<file path="src/rtl/lmd_pkg.sv">
// Shared constants for the delayed sequence match detector.
package lmd_pkg;
    localparam int LMD_MAX_LAG  = 10;  // deepest candidate delay
    localparam int LMD_WARM_CMP = 10;  // full-history comparisons before reporting
endpackage

</file>
<file path="src/rtl/lmd_history.sv">
// Shift register of past A samples plus a saturating fill count.
// Tap index k-1 holds A from k edges ago; fill_o says how many taps are valid.
// Assumes MAX_LAG >= 2.
module lmd_history #(
    parameter int MAX_LAG = lmd_pkg::LMD_MAX_LAG,
    parameter int FILL_W  = $clog2(MAX_LAG + 1)
) (
    input  logic               clk,
    input  logic               rst_n,
    input  logic               a_in,
    output logic [MAX_LAG-1:0] taps_o,
    output logic [FILL_W-1:0]  fill_o
);
    localparam logic [FILL_W-1:0] FILL_MAX = FILL_W'(MAX_LAG);

    logic [MAX_LAG-1:0] taps_q;
    logic [FILL_W-1:0]  fill_q;

    // Shift the newest A sample into tap 0 on every edge.
    always_ff @(posedge clk) begin
        if (!rst_n) taps_q <= '0;
        else        taps_q <= {taps_q[MAX_LAG-2:0], a_in};
    end

    // Count captured samples, stopping at the history depth.
    always_ff @(posedge clk) begin
        if (!rst_n)                fill_q <= '0;
        else if (fill_q != FILL_MAX) fill_q <= fill_q + 1'b1;
    end

    assign taps_o = taps_q;
    assign fill_o = fill_q;
endmodule

</file>
<file path="src/rtl/lmd_tracker.sv">
// Consistency flag for one candidate delay. Set by reset, cleared for good
// on the first armed mismatch between B and the candidate's history tap.
module lmd_tracker (
    input  logic clk,
    input  logic rst_n,
    input  logic armed_i,
    input  logic tap_i,
    input  logic b_in,
    output logic ok_o
);
    logic ok_q;

    // Drop the candidate on a valid mismatch; only reset restores it.
    always_ff @(posedge clk) begin
        if (!rst_n)                          ok_q <= 1'b1;
        else if (armed_i && (b_in != tap_i)) ok_q <= 1'b0;
    end

    assign ok_o = ok_q;
endmodule

</file>
<file path="src/rtl/lmd_warmup.sv">
// Counts comparison edges taken with a full history and flags when enough
// have passed to trust the candidate flags.
module lmd_warmup #(
    parameter int WARM_CMP = lmd_pkg::LMD_WARM_CMP
) (
    input  logic clk,
    input  logic rst_n,
    input  logic full_i,
    output logic done_o
);
    localparam int CNT_W = $clog2(WARM_CMP + 1);
    localparam logic [CNT_W-1:0] CNT_END = CNT_W'(WARM_CMP);

    logic [CNT_W-1:0] cnt_q;

    // Advance once per full-history edge, saturating at the target.
    always_ff @(posedge clk) begin
        if (!rst_n)                          cnt_q <= '0;
        else if (full_i && cnt_q != CNT_END) cnt_q <= cnt_q + 1'b1;
    end

    assign done_o = (cnt_q == CNT_END);
endmodule

</file>
<file path="src/rtl/lmd_select.sv">
// Combines candidate flags into the match flag and picks the smallest
// surviving delay. Output is zero whenever there is no match.
module lmd_select #(
    parameter int MAX_LAG = lmd_pkg::LMD_MAX_LAG,
    parameter int LAG_W   = $clog2(MAX_LAG + 1)
) (
    input  logic [MAX_LAG-1:0] ok_i,
    input  logic               done_i,
    output logic               match_o,
    output logic [LAG_W-1:0]   lag_o
);
    logic [LAG_W-1:0] low_lag;

    // Priority pick: scanning downward leaves the smallest live delay.
    always_comb begin
        low_lag = '0;
        for (int k = MAX_LAG; k >= 1; k--) begin
            if (ok_i[k-1]) low_lag = LAG_W'(k);
        end
    end

    assign match_o = done_i && (|ok_i);
    assign lag_o   = match_o ? low_lag : '0;
endmodule

</file>
<file path="src/rtl/lag_match_det.sv">
// Top of the delayed sequence match detector. Tests all candidate delays
// 1..MAX_LAG at once against one shared history of A. Assumes A and B are
// synchronous to clk; reset is synchronous, active low.
module lag_match_det #(
    parameter int MAX_LAG  = lmd_pkg::LMD_MAX_LAG,
    parameter int WARM_CMP = lmd_pkg::LMD_WARM_CMP,
    parameter int LAG_W    = $clog2(MAX_LAG + 1)
) (
    input  logic             clk,
    input  logic             rst_n,
    input  logic             a_in,
    input  logic             b_in,
    output logic             match_o,
    output logic [LAG_W-1:0] lag_o
);
    localparam int FILL_W = $clog2(MAX_LAG + 1);

    logic [MAX_LAG-1:0] tap_vec;
    logic [FILL_W-1:0]  fill;
    logic [MAX_LAG-1:0] ok_vec;
    logic               warm_done;

    lmd_history #(.MAX_LAG(MAX_LAG), .FILL_W(FILL_W)) u_hist (
        .clk(clk), .rst_n(rst_n), .a_in(a_in),
        .taps_o(tap_vec), .fill_o(fill)
    );

    // One tracker per candidate delay, armed once its tap holds real data.
    for (genvar g = 0; g < MAX_LAG; g++) begin : g_cand
        lmd_tracker u_trk (
            .clk(clk), .rst_n(rst_n),
            .armed_i(fill >= FILL_W'(g + 1)),
            .tap_i(tap_vec[g]), .b_in(b_in),
            .ok_o(ok_vec[g])
        );
    end

    lmd_warmup #(.WARM_CMP(WARM_CMP)) u_warm (
        .clk(clk), .rst_n(rst_n),
        .full_i(fill == FILL_W'(MAX_LAG)),
        .done_o(warm_done)
    );

    lmd_select #(.MAX_LAG(MAX_LAG), .LAG_W(LAG_W)) u_sel (
        .ok_i(ok_vec), .done_i(warm_done),
        .match_o(match_o), .lag_o(lag_o)
    );
endmodule

</file>
<file path="config.mk">
export PLATFORM = sky130hd
export DESIGN_NAME = lag_match_det
export DESIGN_NICKNAME = d
export VERILOG_FILES = /design/src/rtl/lmd_pkg.sv /design/src/rtl/lmd_history.sv /design/src/rtl/lmd_tracker.sv /design/src/rtl/lmd_warmup.sv /design/src/rtl/lmd_select.sv /design/src/rtl/lag_match_det.sv
export SDC_FILE = /design/constraint.sdc
export NUM_CORES = 1
export LEC_CHECK = 0
export BUFFER_PORTS_ARGS = -buffer_cell sky130_fd_sc_hd__clkbuf_2
export CELL_PAD_IN_SITES_DETAIL_PLACEMENT = 0
export CELL_PAD_IN_SITES_GLOBAL_PLACEMENT = 2
export CORE_ASPECT_RATIO = 0.5
export CORE_MARGIN = 1
export CORE_UTILIZATION = 37
export CTS_BUF_LIST = sky130_fd_sc_hd__clkbuf_16
export CTS_CLUSTER_DIAMETER = 100
export DETAILED_ROUTE_END_ITERATION = 10
export GPL_TIMING_DRIVEN = 0
export PLACE_DENSITY_LB_ADDON = 0.08
export SLEW_MARGIN = 20
export SYNTH_ARGS = -nofsm -noshare
export SYNTH_HDL_FRONTEND = slang
export SYNTH_HIERARCHICAL = 1
export SYNTH_SLANG_ARGS = --single-unit
</file>
<file path="constraint.sdc">
create_clock -name clk -period 2 [get_ports clk]
set_input_delay 0.1 -clock clk [delete_from_list [all_inputs] [get_ports clk]]
set_output_delay 0.1 -clock clk [all_outputs]
set_load 0.005 [all_outputs]
</file>
==> impl_metrics.toml, run 1 <==
[sta]
relSlewSlack_pct = 71.5
fmax_mhz = 578
fin_crit_sh_pct = 86.6
finClkSkew_ps = 2.87
hold_viol = 0
whs_ps = 37.0
fin_setup_tns_ps = 0
setup_viol = 0
fin_ws_ps = 269
finalMaxSlewViolations = 0
rsz0062_at_grt = "false"
tightest_slew_ps = 427
period_minus_slack_ps = 1730

[power_and_ir_drop]
p_seq_share_pct = 47.6
p_switching_uw = 246
p_leak_uw = 0.000691
max-vdd-ir-drop_uv = 479
power.density_nw_per_um2 = 816
p_int_uw = 1010
combPwrFrac_pct = 6.0
p_sw_share_pct = 19.6
clockPowerShare_pct = 46.4

[floorplanning]
initial_utilization_pct = 41.5
design.die.area_um2 = 3860
io_pins = 9
core_um2 = 3210
die_y_um = 44.4
num_rows = 14
floorplan.die.width_um = 86.8

[global_route]
grt_pass1_vias = 798
grt_pass1_wl_mm = 3.81
grt-ovfl-total = 0
grt_usage_pct = 13.5
grt_max_degree = 27
antenna_found_initial = 0

[min_path]
hold_class = "input pin to register"
holdPathStages = 2
min-delay-start = "a_in"

[clock_network]
cts_resized = 0
cts_sinks = 28
path_clk_slew_ps = 70
hold_buffers = 0
clk_latency_ps = 260
cts_root_buf = "clkbuf_16"
cts_tree = "built"
cts_setup_buffers = 0
htreeDepth = 1
cts_buffers = 3
cts_buffer_depth = 2

[critical_path]
cp-endpoint = "lag_o[1]"
path_class = "register to primary output"
r2r_start = "u_hist/fill_o[1]"
r2r-end = "u_warm/cnt_q[2]"
setup.worst_path.end_class = "primary output"
reg2reg_slack_ps = 310
worstSetupStartpoint = "g_cand[3].u_trk/ok_o"
critPathArrivalTime_ps = 1630
reg2reg_depth = 5
required_ps = 1900
start_kind = "register"
crit_fanout = 4

[yosys]
synth_common_cells = "28 x dfxtp_1, 12 x and2_1, 11 x nor2b_1, 11 x xor2_1, 10 x a31oi_1"
synth_edf_count = 0
synthFlopType = "dfxtp_1"
yosysUniqueCellTypes = 38
synthArstFlopShare_pct = 0
netlist_area_um2 = 1330
syn_nets = 144
synth-simple-area-share_pct = 26.5
yosys-top-cells-area = "dfxtp_1 42%, xor2_1 7.2%, and2_1 5.6%, nor2b_1 5.2%, a31oi_1 4.7%"
synth_seq_cells = 28
ys_warn_count = 6
synth_top_cell_by_area = "dfxtp_1"
yosysTopAreaCellShare_pct = 42.1
synthMuxAreaShare_pct = 0
yosysMostFrequentCell = "dfxtp_1"
syn_area_per_cell_um2 = 9.79
ys_seq_area_share_pct = 42.1
synth_top_family_by_area = "simple AND/OR/NAND/NOR gates"
synth_xor_area_share_pct = 8.55
syn_inst = 136
synthAdderAreaFrac_pct = 3.76
synth-compound-area-share_pct = 16.4

[drt]
ant_nets = 0
wl_mm = 2.28
post_drt_wl_per_cell_um = 11.6
vias_per_cell = 4.72
drt-pass1-iter-count = 4
vias = 925
drtIter0Drc = 27
drc = 0

[place]
dp_hpwl_mm = 1.73
placed_area_um2 = 1430
gp_congestion = 0.662
pre_cts_slack_ps = 323
io_buffers = 8

[cells_and_area]
fillCellCount = 330
fin_nets = 157
diodes = 0
layout-drive-gt1-share_pct = 18.2
syn_to_final_growth_pct = 15.4
final_area_um2 = 1540
finish.utilization_pct = 47.9

[run_status]
status = "completed"

[flow_run]
cap_viol_max_count = 0
metrics by stage:
step | std cells | total power (uW)
after detailed placement | 192 | 686
after floorplan | 136 | 656
after global placement | 192 | 686
after CTS | 196 | 1270
after global routing | 196 | 1310
final | 196 | 1250
cell usage in the layout, fill, tap and decap left out, types with 4 or more instances in the layout:
cell type,netlist,final
xor2_1,11,11
and2_1,12,12
dfxtp_1,28,28
clkbuf_2,0,8
a21oi_1,5,5
nor2_1,4,4
inv_1,6,6
a31oi_1,10,10
nand2_1,4,4
nor2b_1,11,11
ha_1,4,4
sequential cells by signal, indices dropped and copies added, names as in the netlist:
signal,flops
u_hist/fill_o,4
g_cand.u_trk/ok_o,10
u_hist/taps_o,10
u_warm/cnt_q,4
worst min-delay path by stage:
| stage | endpoint | slack [ps] |
|---|---|---|
| 2_1_floorplan | g_cand[0].u_trk/ok_o | 200 |
| 3_3_place_gp | u_hist/taps_o[0] | 310 |
| 3_5_place_dp | u_hist/taps_o[0] | 300 |
| 4_1_cts | u_hist/taps_o[0] | 30 |
| 5_1_grt | u_hist/taps_o[0] | 30 |
| 6_report | u_hist/taps_o[0] | 40 |
routing by layer:
layer  GRT usage (%)  part of all wire, %  vias to the layer above  wire [um]
met3            4.48                  4.1                        2         94
met2            18.6                   37                       10        838
met1            20.2                   59                      410       1340
li1                -                    -                      503          -
met5               0                    0                        -          0
met4            3.00                 0.35                        0          8
power by group through the flow:
stage	combinational (uW)	sequential, uW	clock, uW
floorplan	52.6	604	0
CTS	75.4	598	599
detailed placement	75.2	611	0
global placement	75.5	610	0
finish	74.7	597	582
global route	84.5	601	628
layout make-up:
cell class | instances | area, um^2 | area share [%]
well taps | 48 | 60.1 | 3.91
repair buffers | 8 | 40.0 | 2.61
clock buffers | 3 | 75.1 | 4.89
plain buffers | 3 | 12.5 | 0.814
multi-input cells | 99 | 736 | 47.9
flip-flops and latches | 28 | 561 | 36.5
inverters | 6 | 22.5 | 1.47
clock inverters | 1 | 30.0 | 1.95
worst max-delay path: stages (launching register included):
cell and delay, ps:
dfxtp_1 340, or4_4 570, o31ai_4 270, a211oi_1 80, clkbuf_2 120
cells by family after synthesis:
logic type	after synthesis
AOI/OAI and AO/OA	30
DFF	28
and+or+nand+nor	52
adders and majority gates	4
buffers and inverters	9
xor gates and xnor gates	13
Power figures use the tool's default switching activity.
==> run 2: changes to the inputs <==
- ABC_AREA: not set -> 1
- CORE_UTILIZATION: 37 -> 32
==> run 2 against run 1 <==
  * First-iteration DRC count up 130%
  * Non-clock buffer count down 1
  * Clock skew down 0.82 ps
  * Critical path depth up 3
  * Synthesized area up 8.1%
  * Utilization down 8.3 points
  * Wire length up 19%
  * Critical path type is now register to register
==> impl_metrics.toml, run 2 <==
[run_status]
status = "completed"

[critical_path]
required_ps = 2160
path_class = "register to register"
critPathArrivalTime_ps = 1880
crit_fanout = 11
cp_slowest_cell = "dfxtp_1"
setup.worst_path.end_class = "register"
crit_top_cell = "nand2_1"
cp_cell_sequence = "nand2_1, nor3_1, nand2_1, nor2_2, nand2_1, nand2_1, nor2_1"
cp_slowest_stage_delay_ps = 560
start_kind = "register"

[drt]
wl_mm = 2.71
drt-pass1-iter-count = 4
vias_per_cell = 4.17
vias = 1218
ant_nets = 0
drtIter0Drc = 62
drc = 0
post_drt_wl_per_cell_um = 9.29

[cells_and_area]
diodes = 0
stdcell_count = 292
final_area_um2 = 1630
layout-drive-gt1-share_pct = 12.6
fin_nets = 247
layout_common_cells = "87 x nand2_1, 46 x inv_1, 28 x dfxtp_1"
layout_commonest_cell = "nand2_1"
syn_to_final_growth_pct = 13.0

[sta]
hold_viol = 0
whs_ps = 14.7
tightest_slew_ps = 710
fin_setup_tns_ps = 0
fin_crit_sh_pct = 86.0
setup_viol = 0
fmax_mhz = 581
relSlewSlack_pct = 52.3
period_minus_slack_ps = 1720
rsz0062_at_grt = "false"
fin_ws_ps = 280
finClkSkew_ps = 2.05
finalMaxSlewViolations = 0

[place]
placed_area_um2 = 1550
gp_congestion = 0.683
place_inst = 288
pre_cts_slack_ps = 292
io_buffers = 8
dp_hpwl_mm = 2.04

[clock_network]
cts_root_buf = "clkbuf_16"
cts_sinks = 28
hold_buffers = 0
cts_tree = "built"
htreeDepth = 1
path_clk_slew_ps = 60
clk_latency_ps = 260
cts_buffer_depth = 2
cts_setup_buffers = 0
cts_resized = 0
cts_buffers = 3

[yosys]
syn_area_per_cell_um2 = 6.37
synth_common_cells = "87 x nand2_1, 46 x inv_1, 28 x dfxtp_1"
yosysMostFrequentCell = "nand2_1"
synth-compound-area-share_pct = 3.13
yosys-top-cells-area = "dfxtp_1 39%, nand2_1 23%, inv_1 12%, nand3_1 5.6%, nor2_1 3.9%"
yosysTopAreaCellShare_pct = 39.0
netlist_area_um2 = 1440
synthMuxAreaShare_pct = 0
synthAdderAreaFrac_pct = 3.48
syn_inst = 226
synth-simple-area-share_pct = 40.3
ys_warn_count = 6
synth_top_cell_by_area = "dfxtp_1"
synth_seq_cells = 28
synth_edf_count = 0
synthFlopType = "dfxtp_1"
ys_seq_area_share_pct = 39.0
synthArstFlopShare_pct = 0
synth_top_family_by_area = "simple AND/OR/NAND/NOR gates"
synth_xor_area_share_pct = 0
yosysUniqueCellTypes = 22
syn_nets = 234

[min_path]
hold_class = "input pin to register"

[global_route]
grt_pass1_wl_mm = 4.80
grt_max_degree = 21
grt_usage_pct = 12.8
grt_pass1_vias = 1024
antenna_found_initial = 0
grt-ovfl-total = 0

[floorplanning]
floorplan.die.width_um = 96.8
io_pins = 9
die_y_um = 49.4
core_um2 = 4100
initial_utilization_pct = 35.1
num_rows = 16
design.die.area_um2 = 4780

[flow_run]
cap_viol_max_count = 0

[power_and_ir_drop]
power.density_nw_per_um2 = 699
p_leak_uw = 0.000887
max-vdd-ir-drop_uv = 280
## run 2: power by group
part | internal, uW | switching, uW | total (uW)
Sequential | 574 | 24.0 | 598
Combinational | 31.0 | 54.0 | 85.1
Clock | 268 | 185 | 453
## run 2: cell families after synthesis
group / count (synthesis)
compound gates: 8
simple gates: 133
buf+inv: 53
fa+ha+maj: 4
flops: 28
## run 2: worst paths after layout
check | slack [ps] | from | cells past startpoint | endpoint
worst max-delay path | 280 | u_hist/fill_o[1] | 7 | u_warm/cnt_q[3]
worst min-delay path | 10 | a_in | 3 | u_hist/taps_o[0]
worst max register to register | 280 | u_hist/fill_o[1] | 7 | u_warm/cnt_q[3]
worst min register to register | 450 | u_hist/taps_o[1] | 2 | u_hist/taps_o[2]
## run 2: stage by stage
stage	util (%)	power (uW)
after floorplan	-	666
final	39.6	1140
after global routing	39.6	1210
after global placement	37.7	695
after detailed placement	37.7	696
after CTS	39.6	1160
## run 2: final cells by class
cell class,count,area (um^2)
fillers,467,2480
multi-input cells,145,676
flip-flops and latches,28,561
inverters,51,191
clock buffers,3,75.1
well taps,54,67.6
repair buffers,8,40.0
plain buffers,2,11.3
clock inverters,1,3.75
## run 2: layer usage
metal	vias to the layer above	GRT usage, %	wire length [um]
met5	-	0	0
met4	0	2.24	11
met3	2	4.58	92
met2	11	17.8	1010
met1	516	18.9	1600
li1	689	-	-
## run 2: worst max-delay path, delay by kind of cell (launching register included)
| kind | cells | cell delay (ps) |
|---|---|---|
| DFF | 1 | 560 |
| and+or+nand+nor | 7 | 1060 |
==> run 3: changes to the inputs <==
--- a/config.mk
+++ b/config.mk
@@ -12,5 +12,5 @@
 export CORE_ASPECT_RATIO = 0.5
 export CORE_MARGIN = 1
-export CORE_UTILIZATION = 32
+export CORE_UTILIZATION = 29
 export CTS_BUF_LIST = sky130_fd_sc_hd__clkbuf_16
 export CTS_CLUSTER_DIAMETER = 100
==> constraint.sdc (replaced) <==
create_clock -name clk -period 1.55 [get_ports clk]
set_input_delay 0.31 -clock clk [delete_from_list [all_inputs] [get_ports clk]]
set_output_delay 0.31 -clock clk [all_outputs]
set_load 0.005 [all_outputs]
==> run 3 against run 2 <==
  * Sequential share of layout area shrank 1.9 points
  * Non-clock buffer count grew 4
  * Final cell count up 5.5%
  * Critical path depth is the same
  * Sequential power up 29%
  * Flip-flop and latch count did not move
  * Global-route usage decreased by 0.20 points
  * Clock-buffer cell count stayed put
  * Combinational power rose by 29%
  * Power is 45% higher
  * Register-to-register slack lost 70 ps
  * Critical path type is now register to primary output
  * Die area up 10%
==> impl_metrics.toml, run 3 (synthesis gave the netlist of run 2 again) <==
[critical_path]
path_class = "register to primary output"
setup.worst_path.end_class = "primary output"
required_ps = 1240
r2r_start = "u_hist/fill_o[1]"
reg2reg_depth = 7
start_kind = "register"
cp_slowest_stage_delay_ps = 340
r2r-end = "u_warm/cnt_q[3]"
crit_fanout = 3
cp_slowest_cell = "dfxtp_2"
critPathArrivalTime_ps = 1240
crit_buf_inv = 1
reg2reg_slack_ps = 210
critPathTopFamily = "simple AND/OR/NAND/NOR gates"
cp_cell_sequence = "nor2_4, nand3_2, nor2_4, nand3_2, nand2_2, nor2_1, clkbuf_2"

[clock_network]
hold_buffers = 0
path_clk_slew_ps = 70
cts_root_buf = "clkbuf_16"
htreeDepth = 1
cts_sinks = 28
clk_latency_ps = 260
cts_tree = "built"
cts_buffer_depth = 2
cts_buffers = 3

[flow_run]
cap_viol_max_count = 0

[min_path]
min_to = "u_hist/taps_o[0]"
min-delay-start = "a_in"
hold_class = "input pin to register"
holdPathStages = 3

[cells_and_area]
layout_commonest_cell = "nand2_1"
fin_nets = 251
multi_input_area_um2 = 727
regArea_um2 = 576
fillCellCount = 523
layout-drive-gt1-share_pct = 20.2
diodes = 0
layout_common_cells = "87 x nand2_1, 44 x inv_1, 20 x dfxtp_1"
syn_to_final_growth_pct = 22.7

[power_and_ir_drop]
max-vdd-ir-drop_uv = 401
p_leak_uw = 0.000917
power.density_nw_per_um2 = 934
finalPower_uw = 1650

[sta]
relSlewSlack_pct = 70.0
hold_viol = 0
period_minus_slack_ps = 1550
whs_ps = 229
fin_crit_sh_pct = 99.7
finClkSkew_ps = 3.49
finalMaxSlewViolations = 0
tightest_slew_ps = 449
fin_ws_ps = 4.39
fmax_mhz = 647
rsz0062_at_grt = "true"
setup_viol = 0

[global_route]
grt_pass1_wl_mm = 4.90
grt_max_degree = 21
antenna_found_initial = 0
grt_pass1_vias = 1068
grt_usage_pct = 12.6
grt-ovfl-total = 0

[run_status]
status = "completed"

[floorplanning]
num_rows = 17
io_pins = 9
die_y_um = 51.8
design.die.area_um2 = 5260
initial_utilization_pct = 31.5
floorplan.die.width_um = 102
core_um2 = 4570

[place]
pre_cts_slack_ps = -339
gp_congestion = 0.685
io_buffers = 8
dp_hpwl_mm = 2.17

[drt]
drt-pass1-iter-count = 5
vias_per_cell = 4.04
ant_nets = 0
drtIter0Drc = 34
drc = 0
post_drt_wl_per_cell_um = 9.58
vias = 1244
wl_mm = 2.95
## run 3: routing by layer
layer	global-route usage, %	vias to the layer above	part of all wire [%]
li1	-	702	-
met1	16.5	532	56
met2	20.4	8	40
met3	4.03	2	2.8
met4	2.90	0	0.58
met5	0	-	0
## run 3: how the worst max path moves through the flow
stage	start	to	depth (start not counted)	slack, ps
3_3_place_gp	u_hist/fill_o[1]	u_warm/cnt_q[3]	7	-340
5_1_grt	g_cand[2].u_trk/ok_o	lag_o[1]	7	-90
3_5_place_dp	u_hist/fill_o[1]	u_warm/cnt_q[3]	7	-340
2_1_floorplan	u_hist/fill_o[3]	u_warm/cnt_q[3]	7	140
6_report	g_cand[6].u_trk/ok_o	lag_o[1]	7	4
4_1_cts	g_cand[6].u_trk/ok_o	lag_o[1]	7	-30
## run 3: worst min-delay path, stage by stage
cell,delay [ps]
clkbuf_2,80
nand2_1,40
inv_1,40
## run 3: what timing repair did
| item | CTS | global route |
|---|---|---|
| endpoints found under the setup margin | 9 | 6 |
| resized for setup | 16 | 7 |
| buffers inserted | 3 | 1 |
| pin swaps | 6 | 0 |
## run 3: area by class of cell
cell class,count,area share (%)
multi-input cells,145,41.2
flip-flops and latches,28,32.6
inverters,51,11.0
well taps,66,4.68
clock buffers,3,4.25
repair buffers,12,3.97
clock inverters,1,1.70
plain buffers,2,0.638
## run 3: power breakdown
| group | internal [uW] | leakage [uW] | switching, uW |
|---|---|---|---|
| sequential | 737 | 0.000228 | 32.4 |
| combinational | 40.4 | 0.000638 | 70.0 |
| clock | 514 | 0.0000511 | 254 |
| total | 1290 | 0.000917 | 357 |
## run 3: through the flow
step / utilization, % / instances / cell area, um^2 / TNS (ps)
after CTS: 38.2 / 307 / 1750 / -82.9
final: 38.6 / 308 / 1770 / 0
after global routing: 38.6 / 308 / 1770 / -312
after global placement: 34.1 / 300 / 1560 / -913
after floorplan: - / 226 / 1440 / 0
after detailed placement: 34.1 / 300 / 1560 / -919
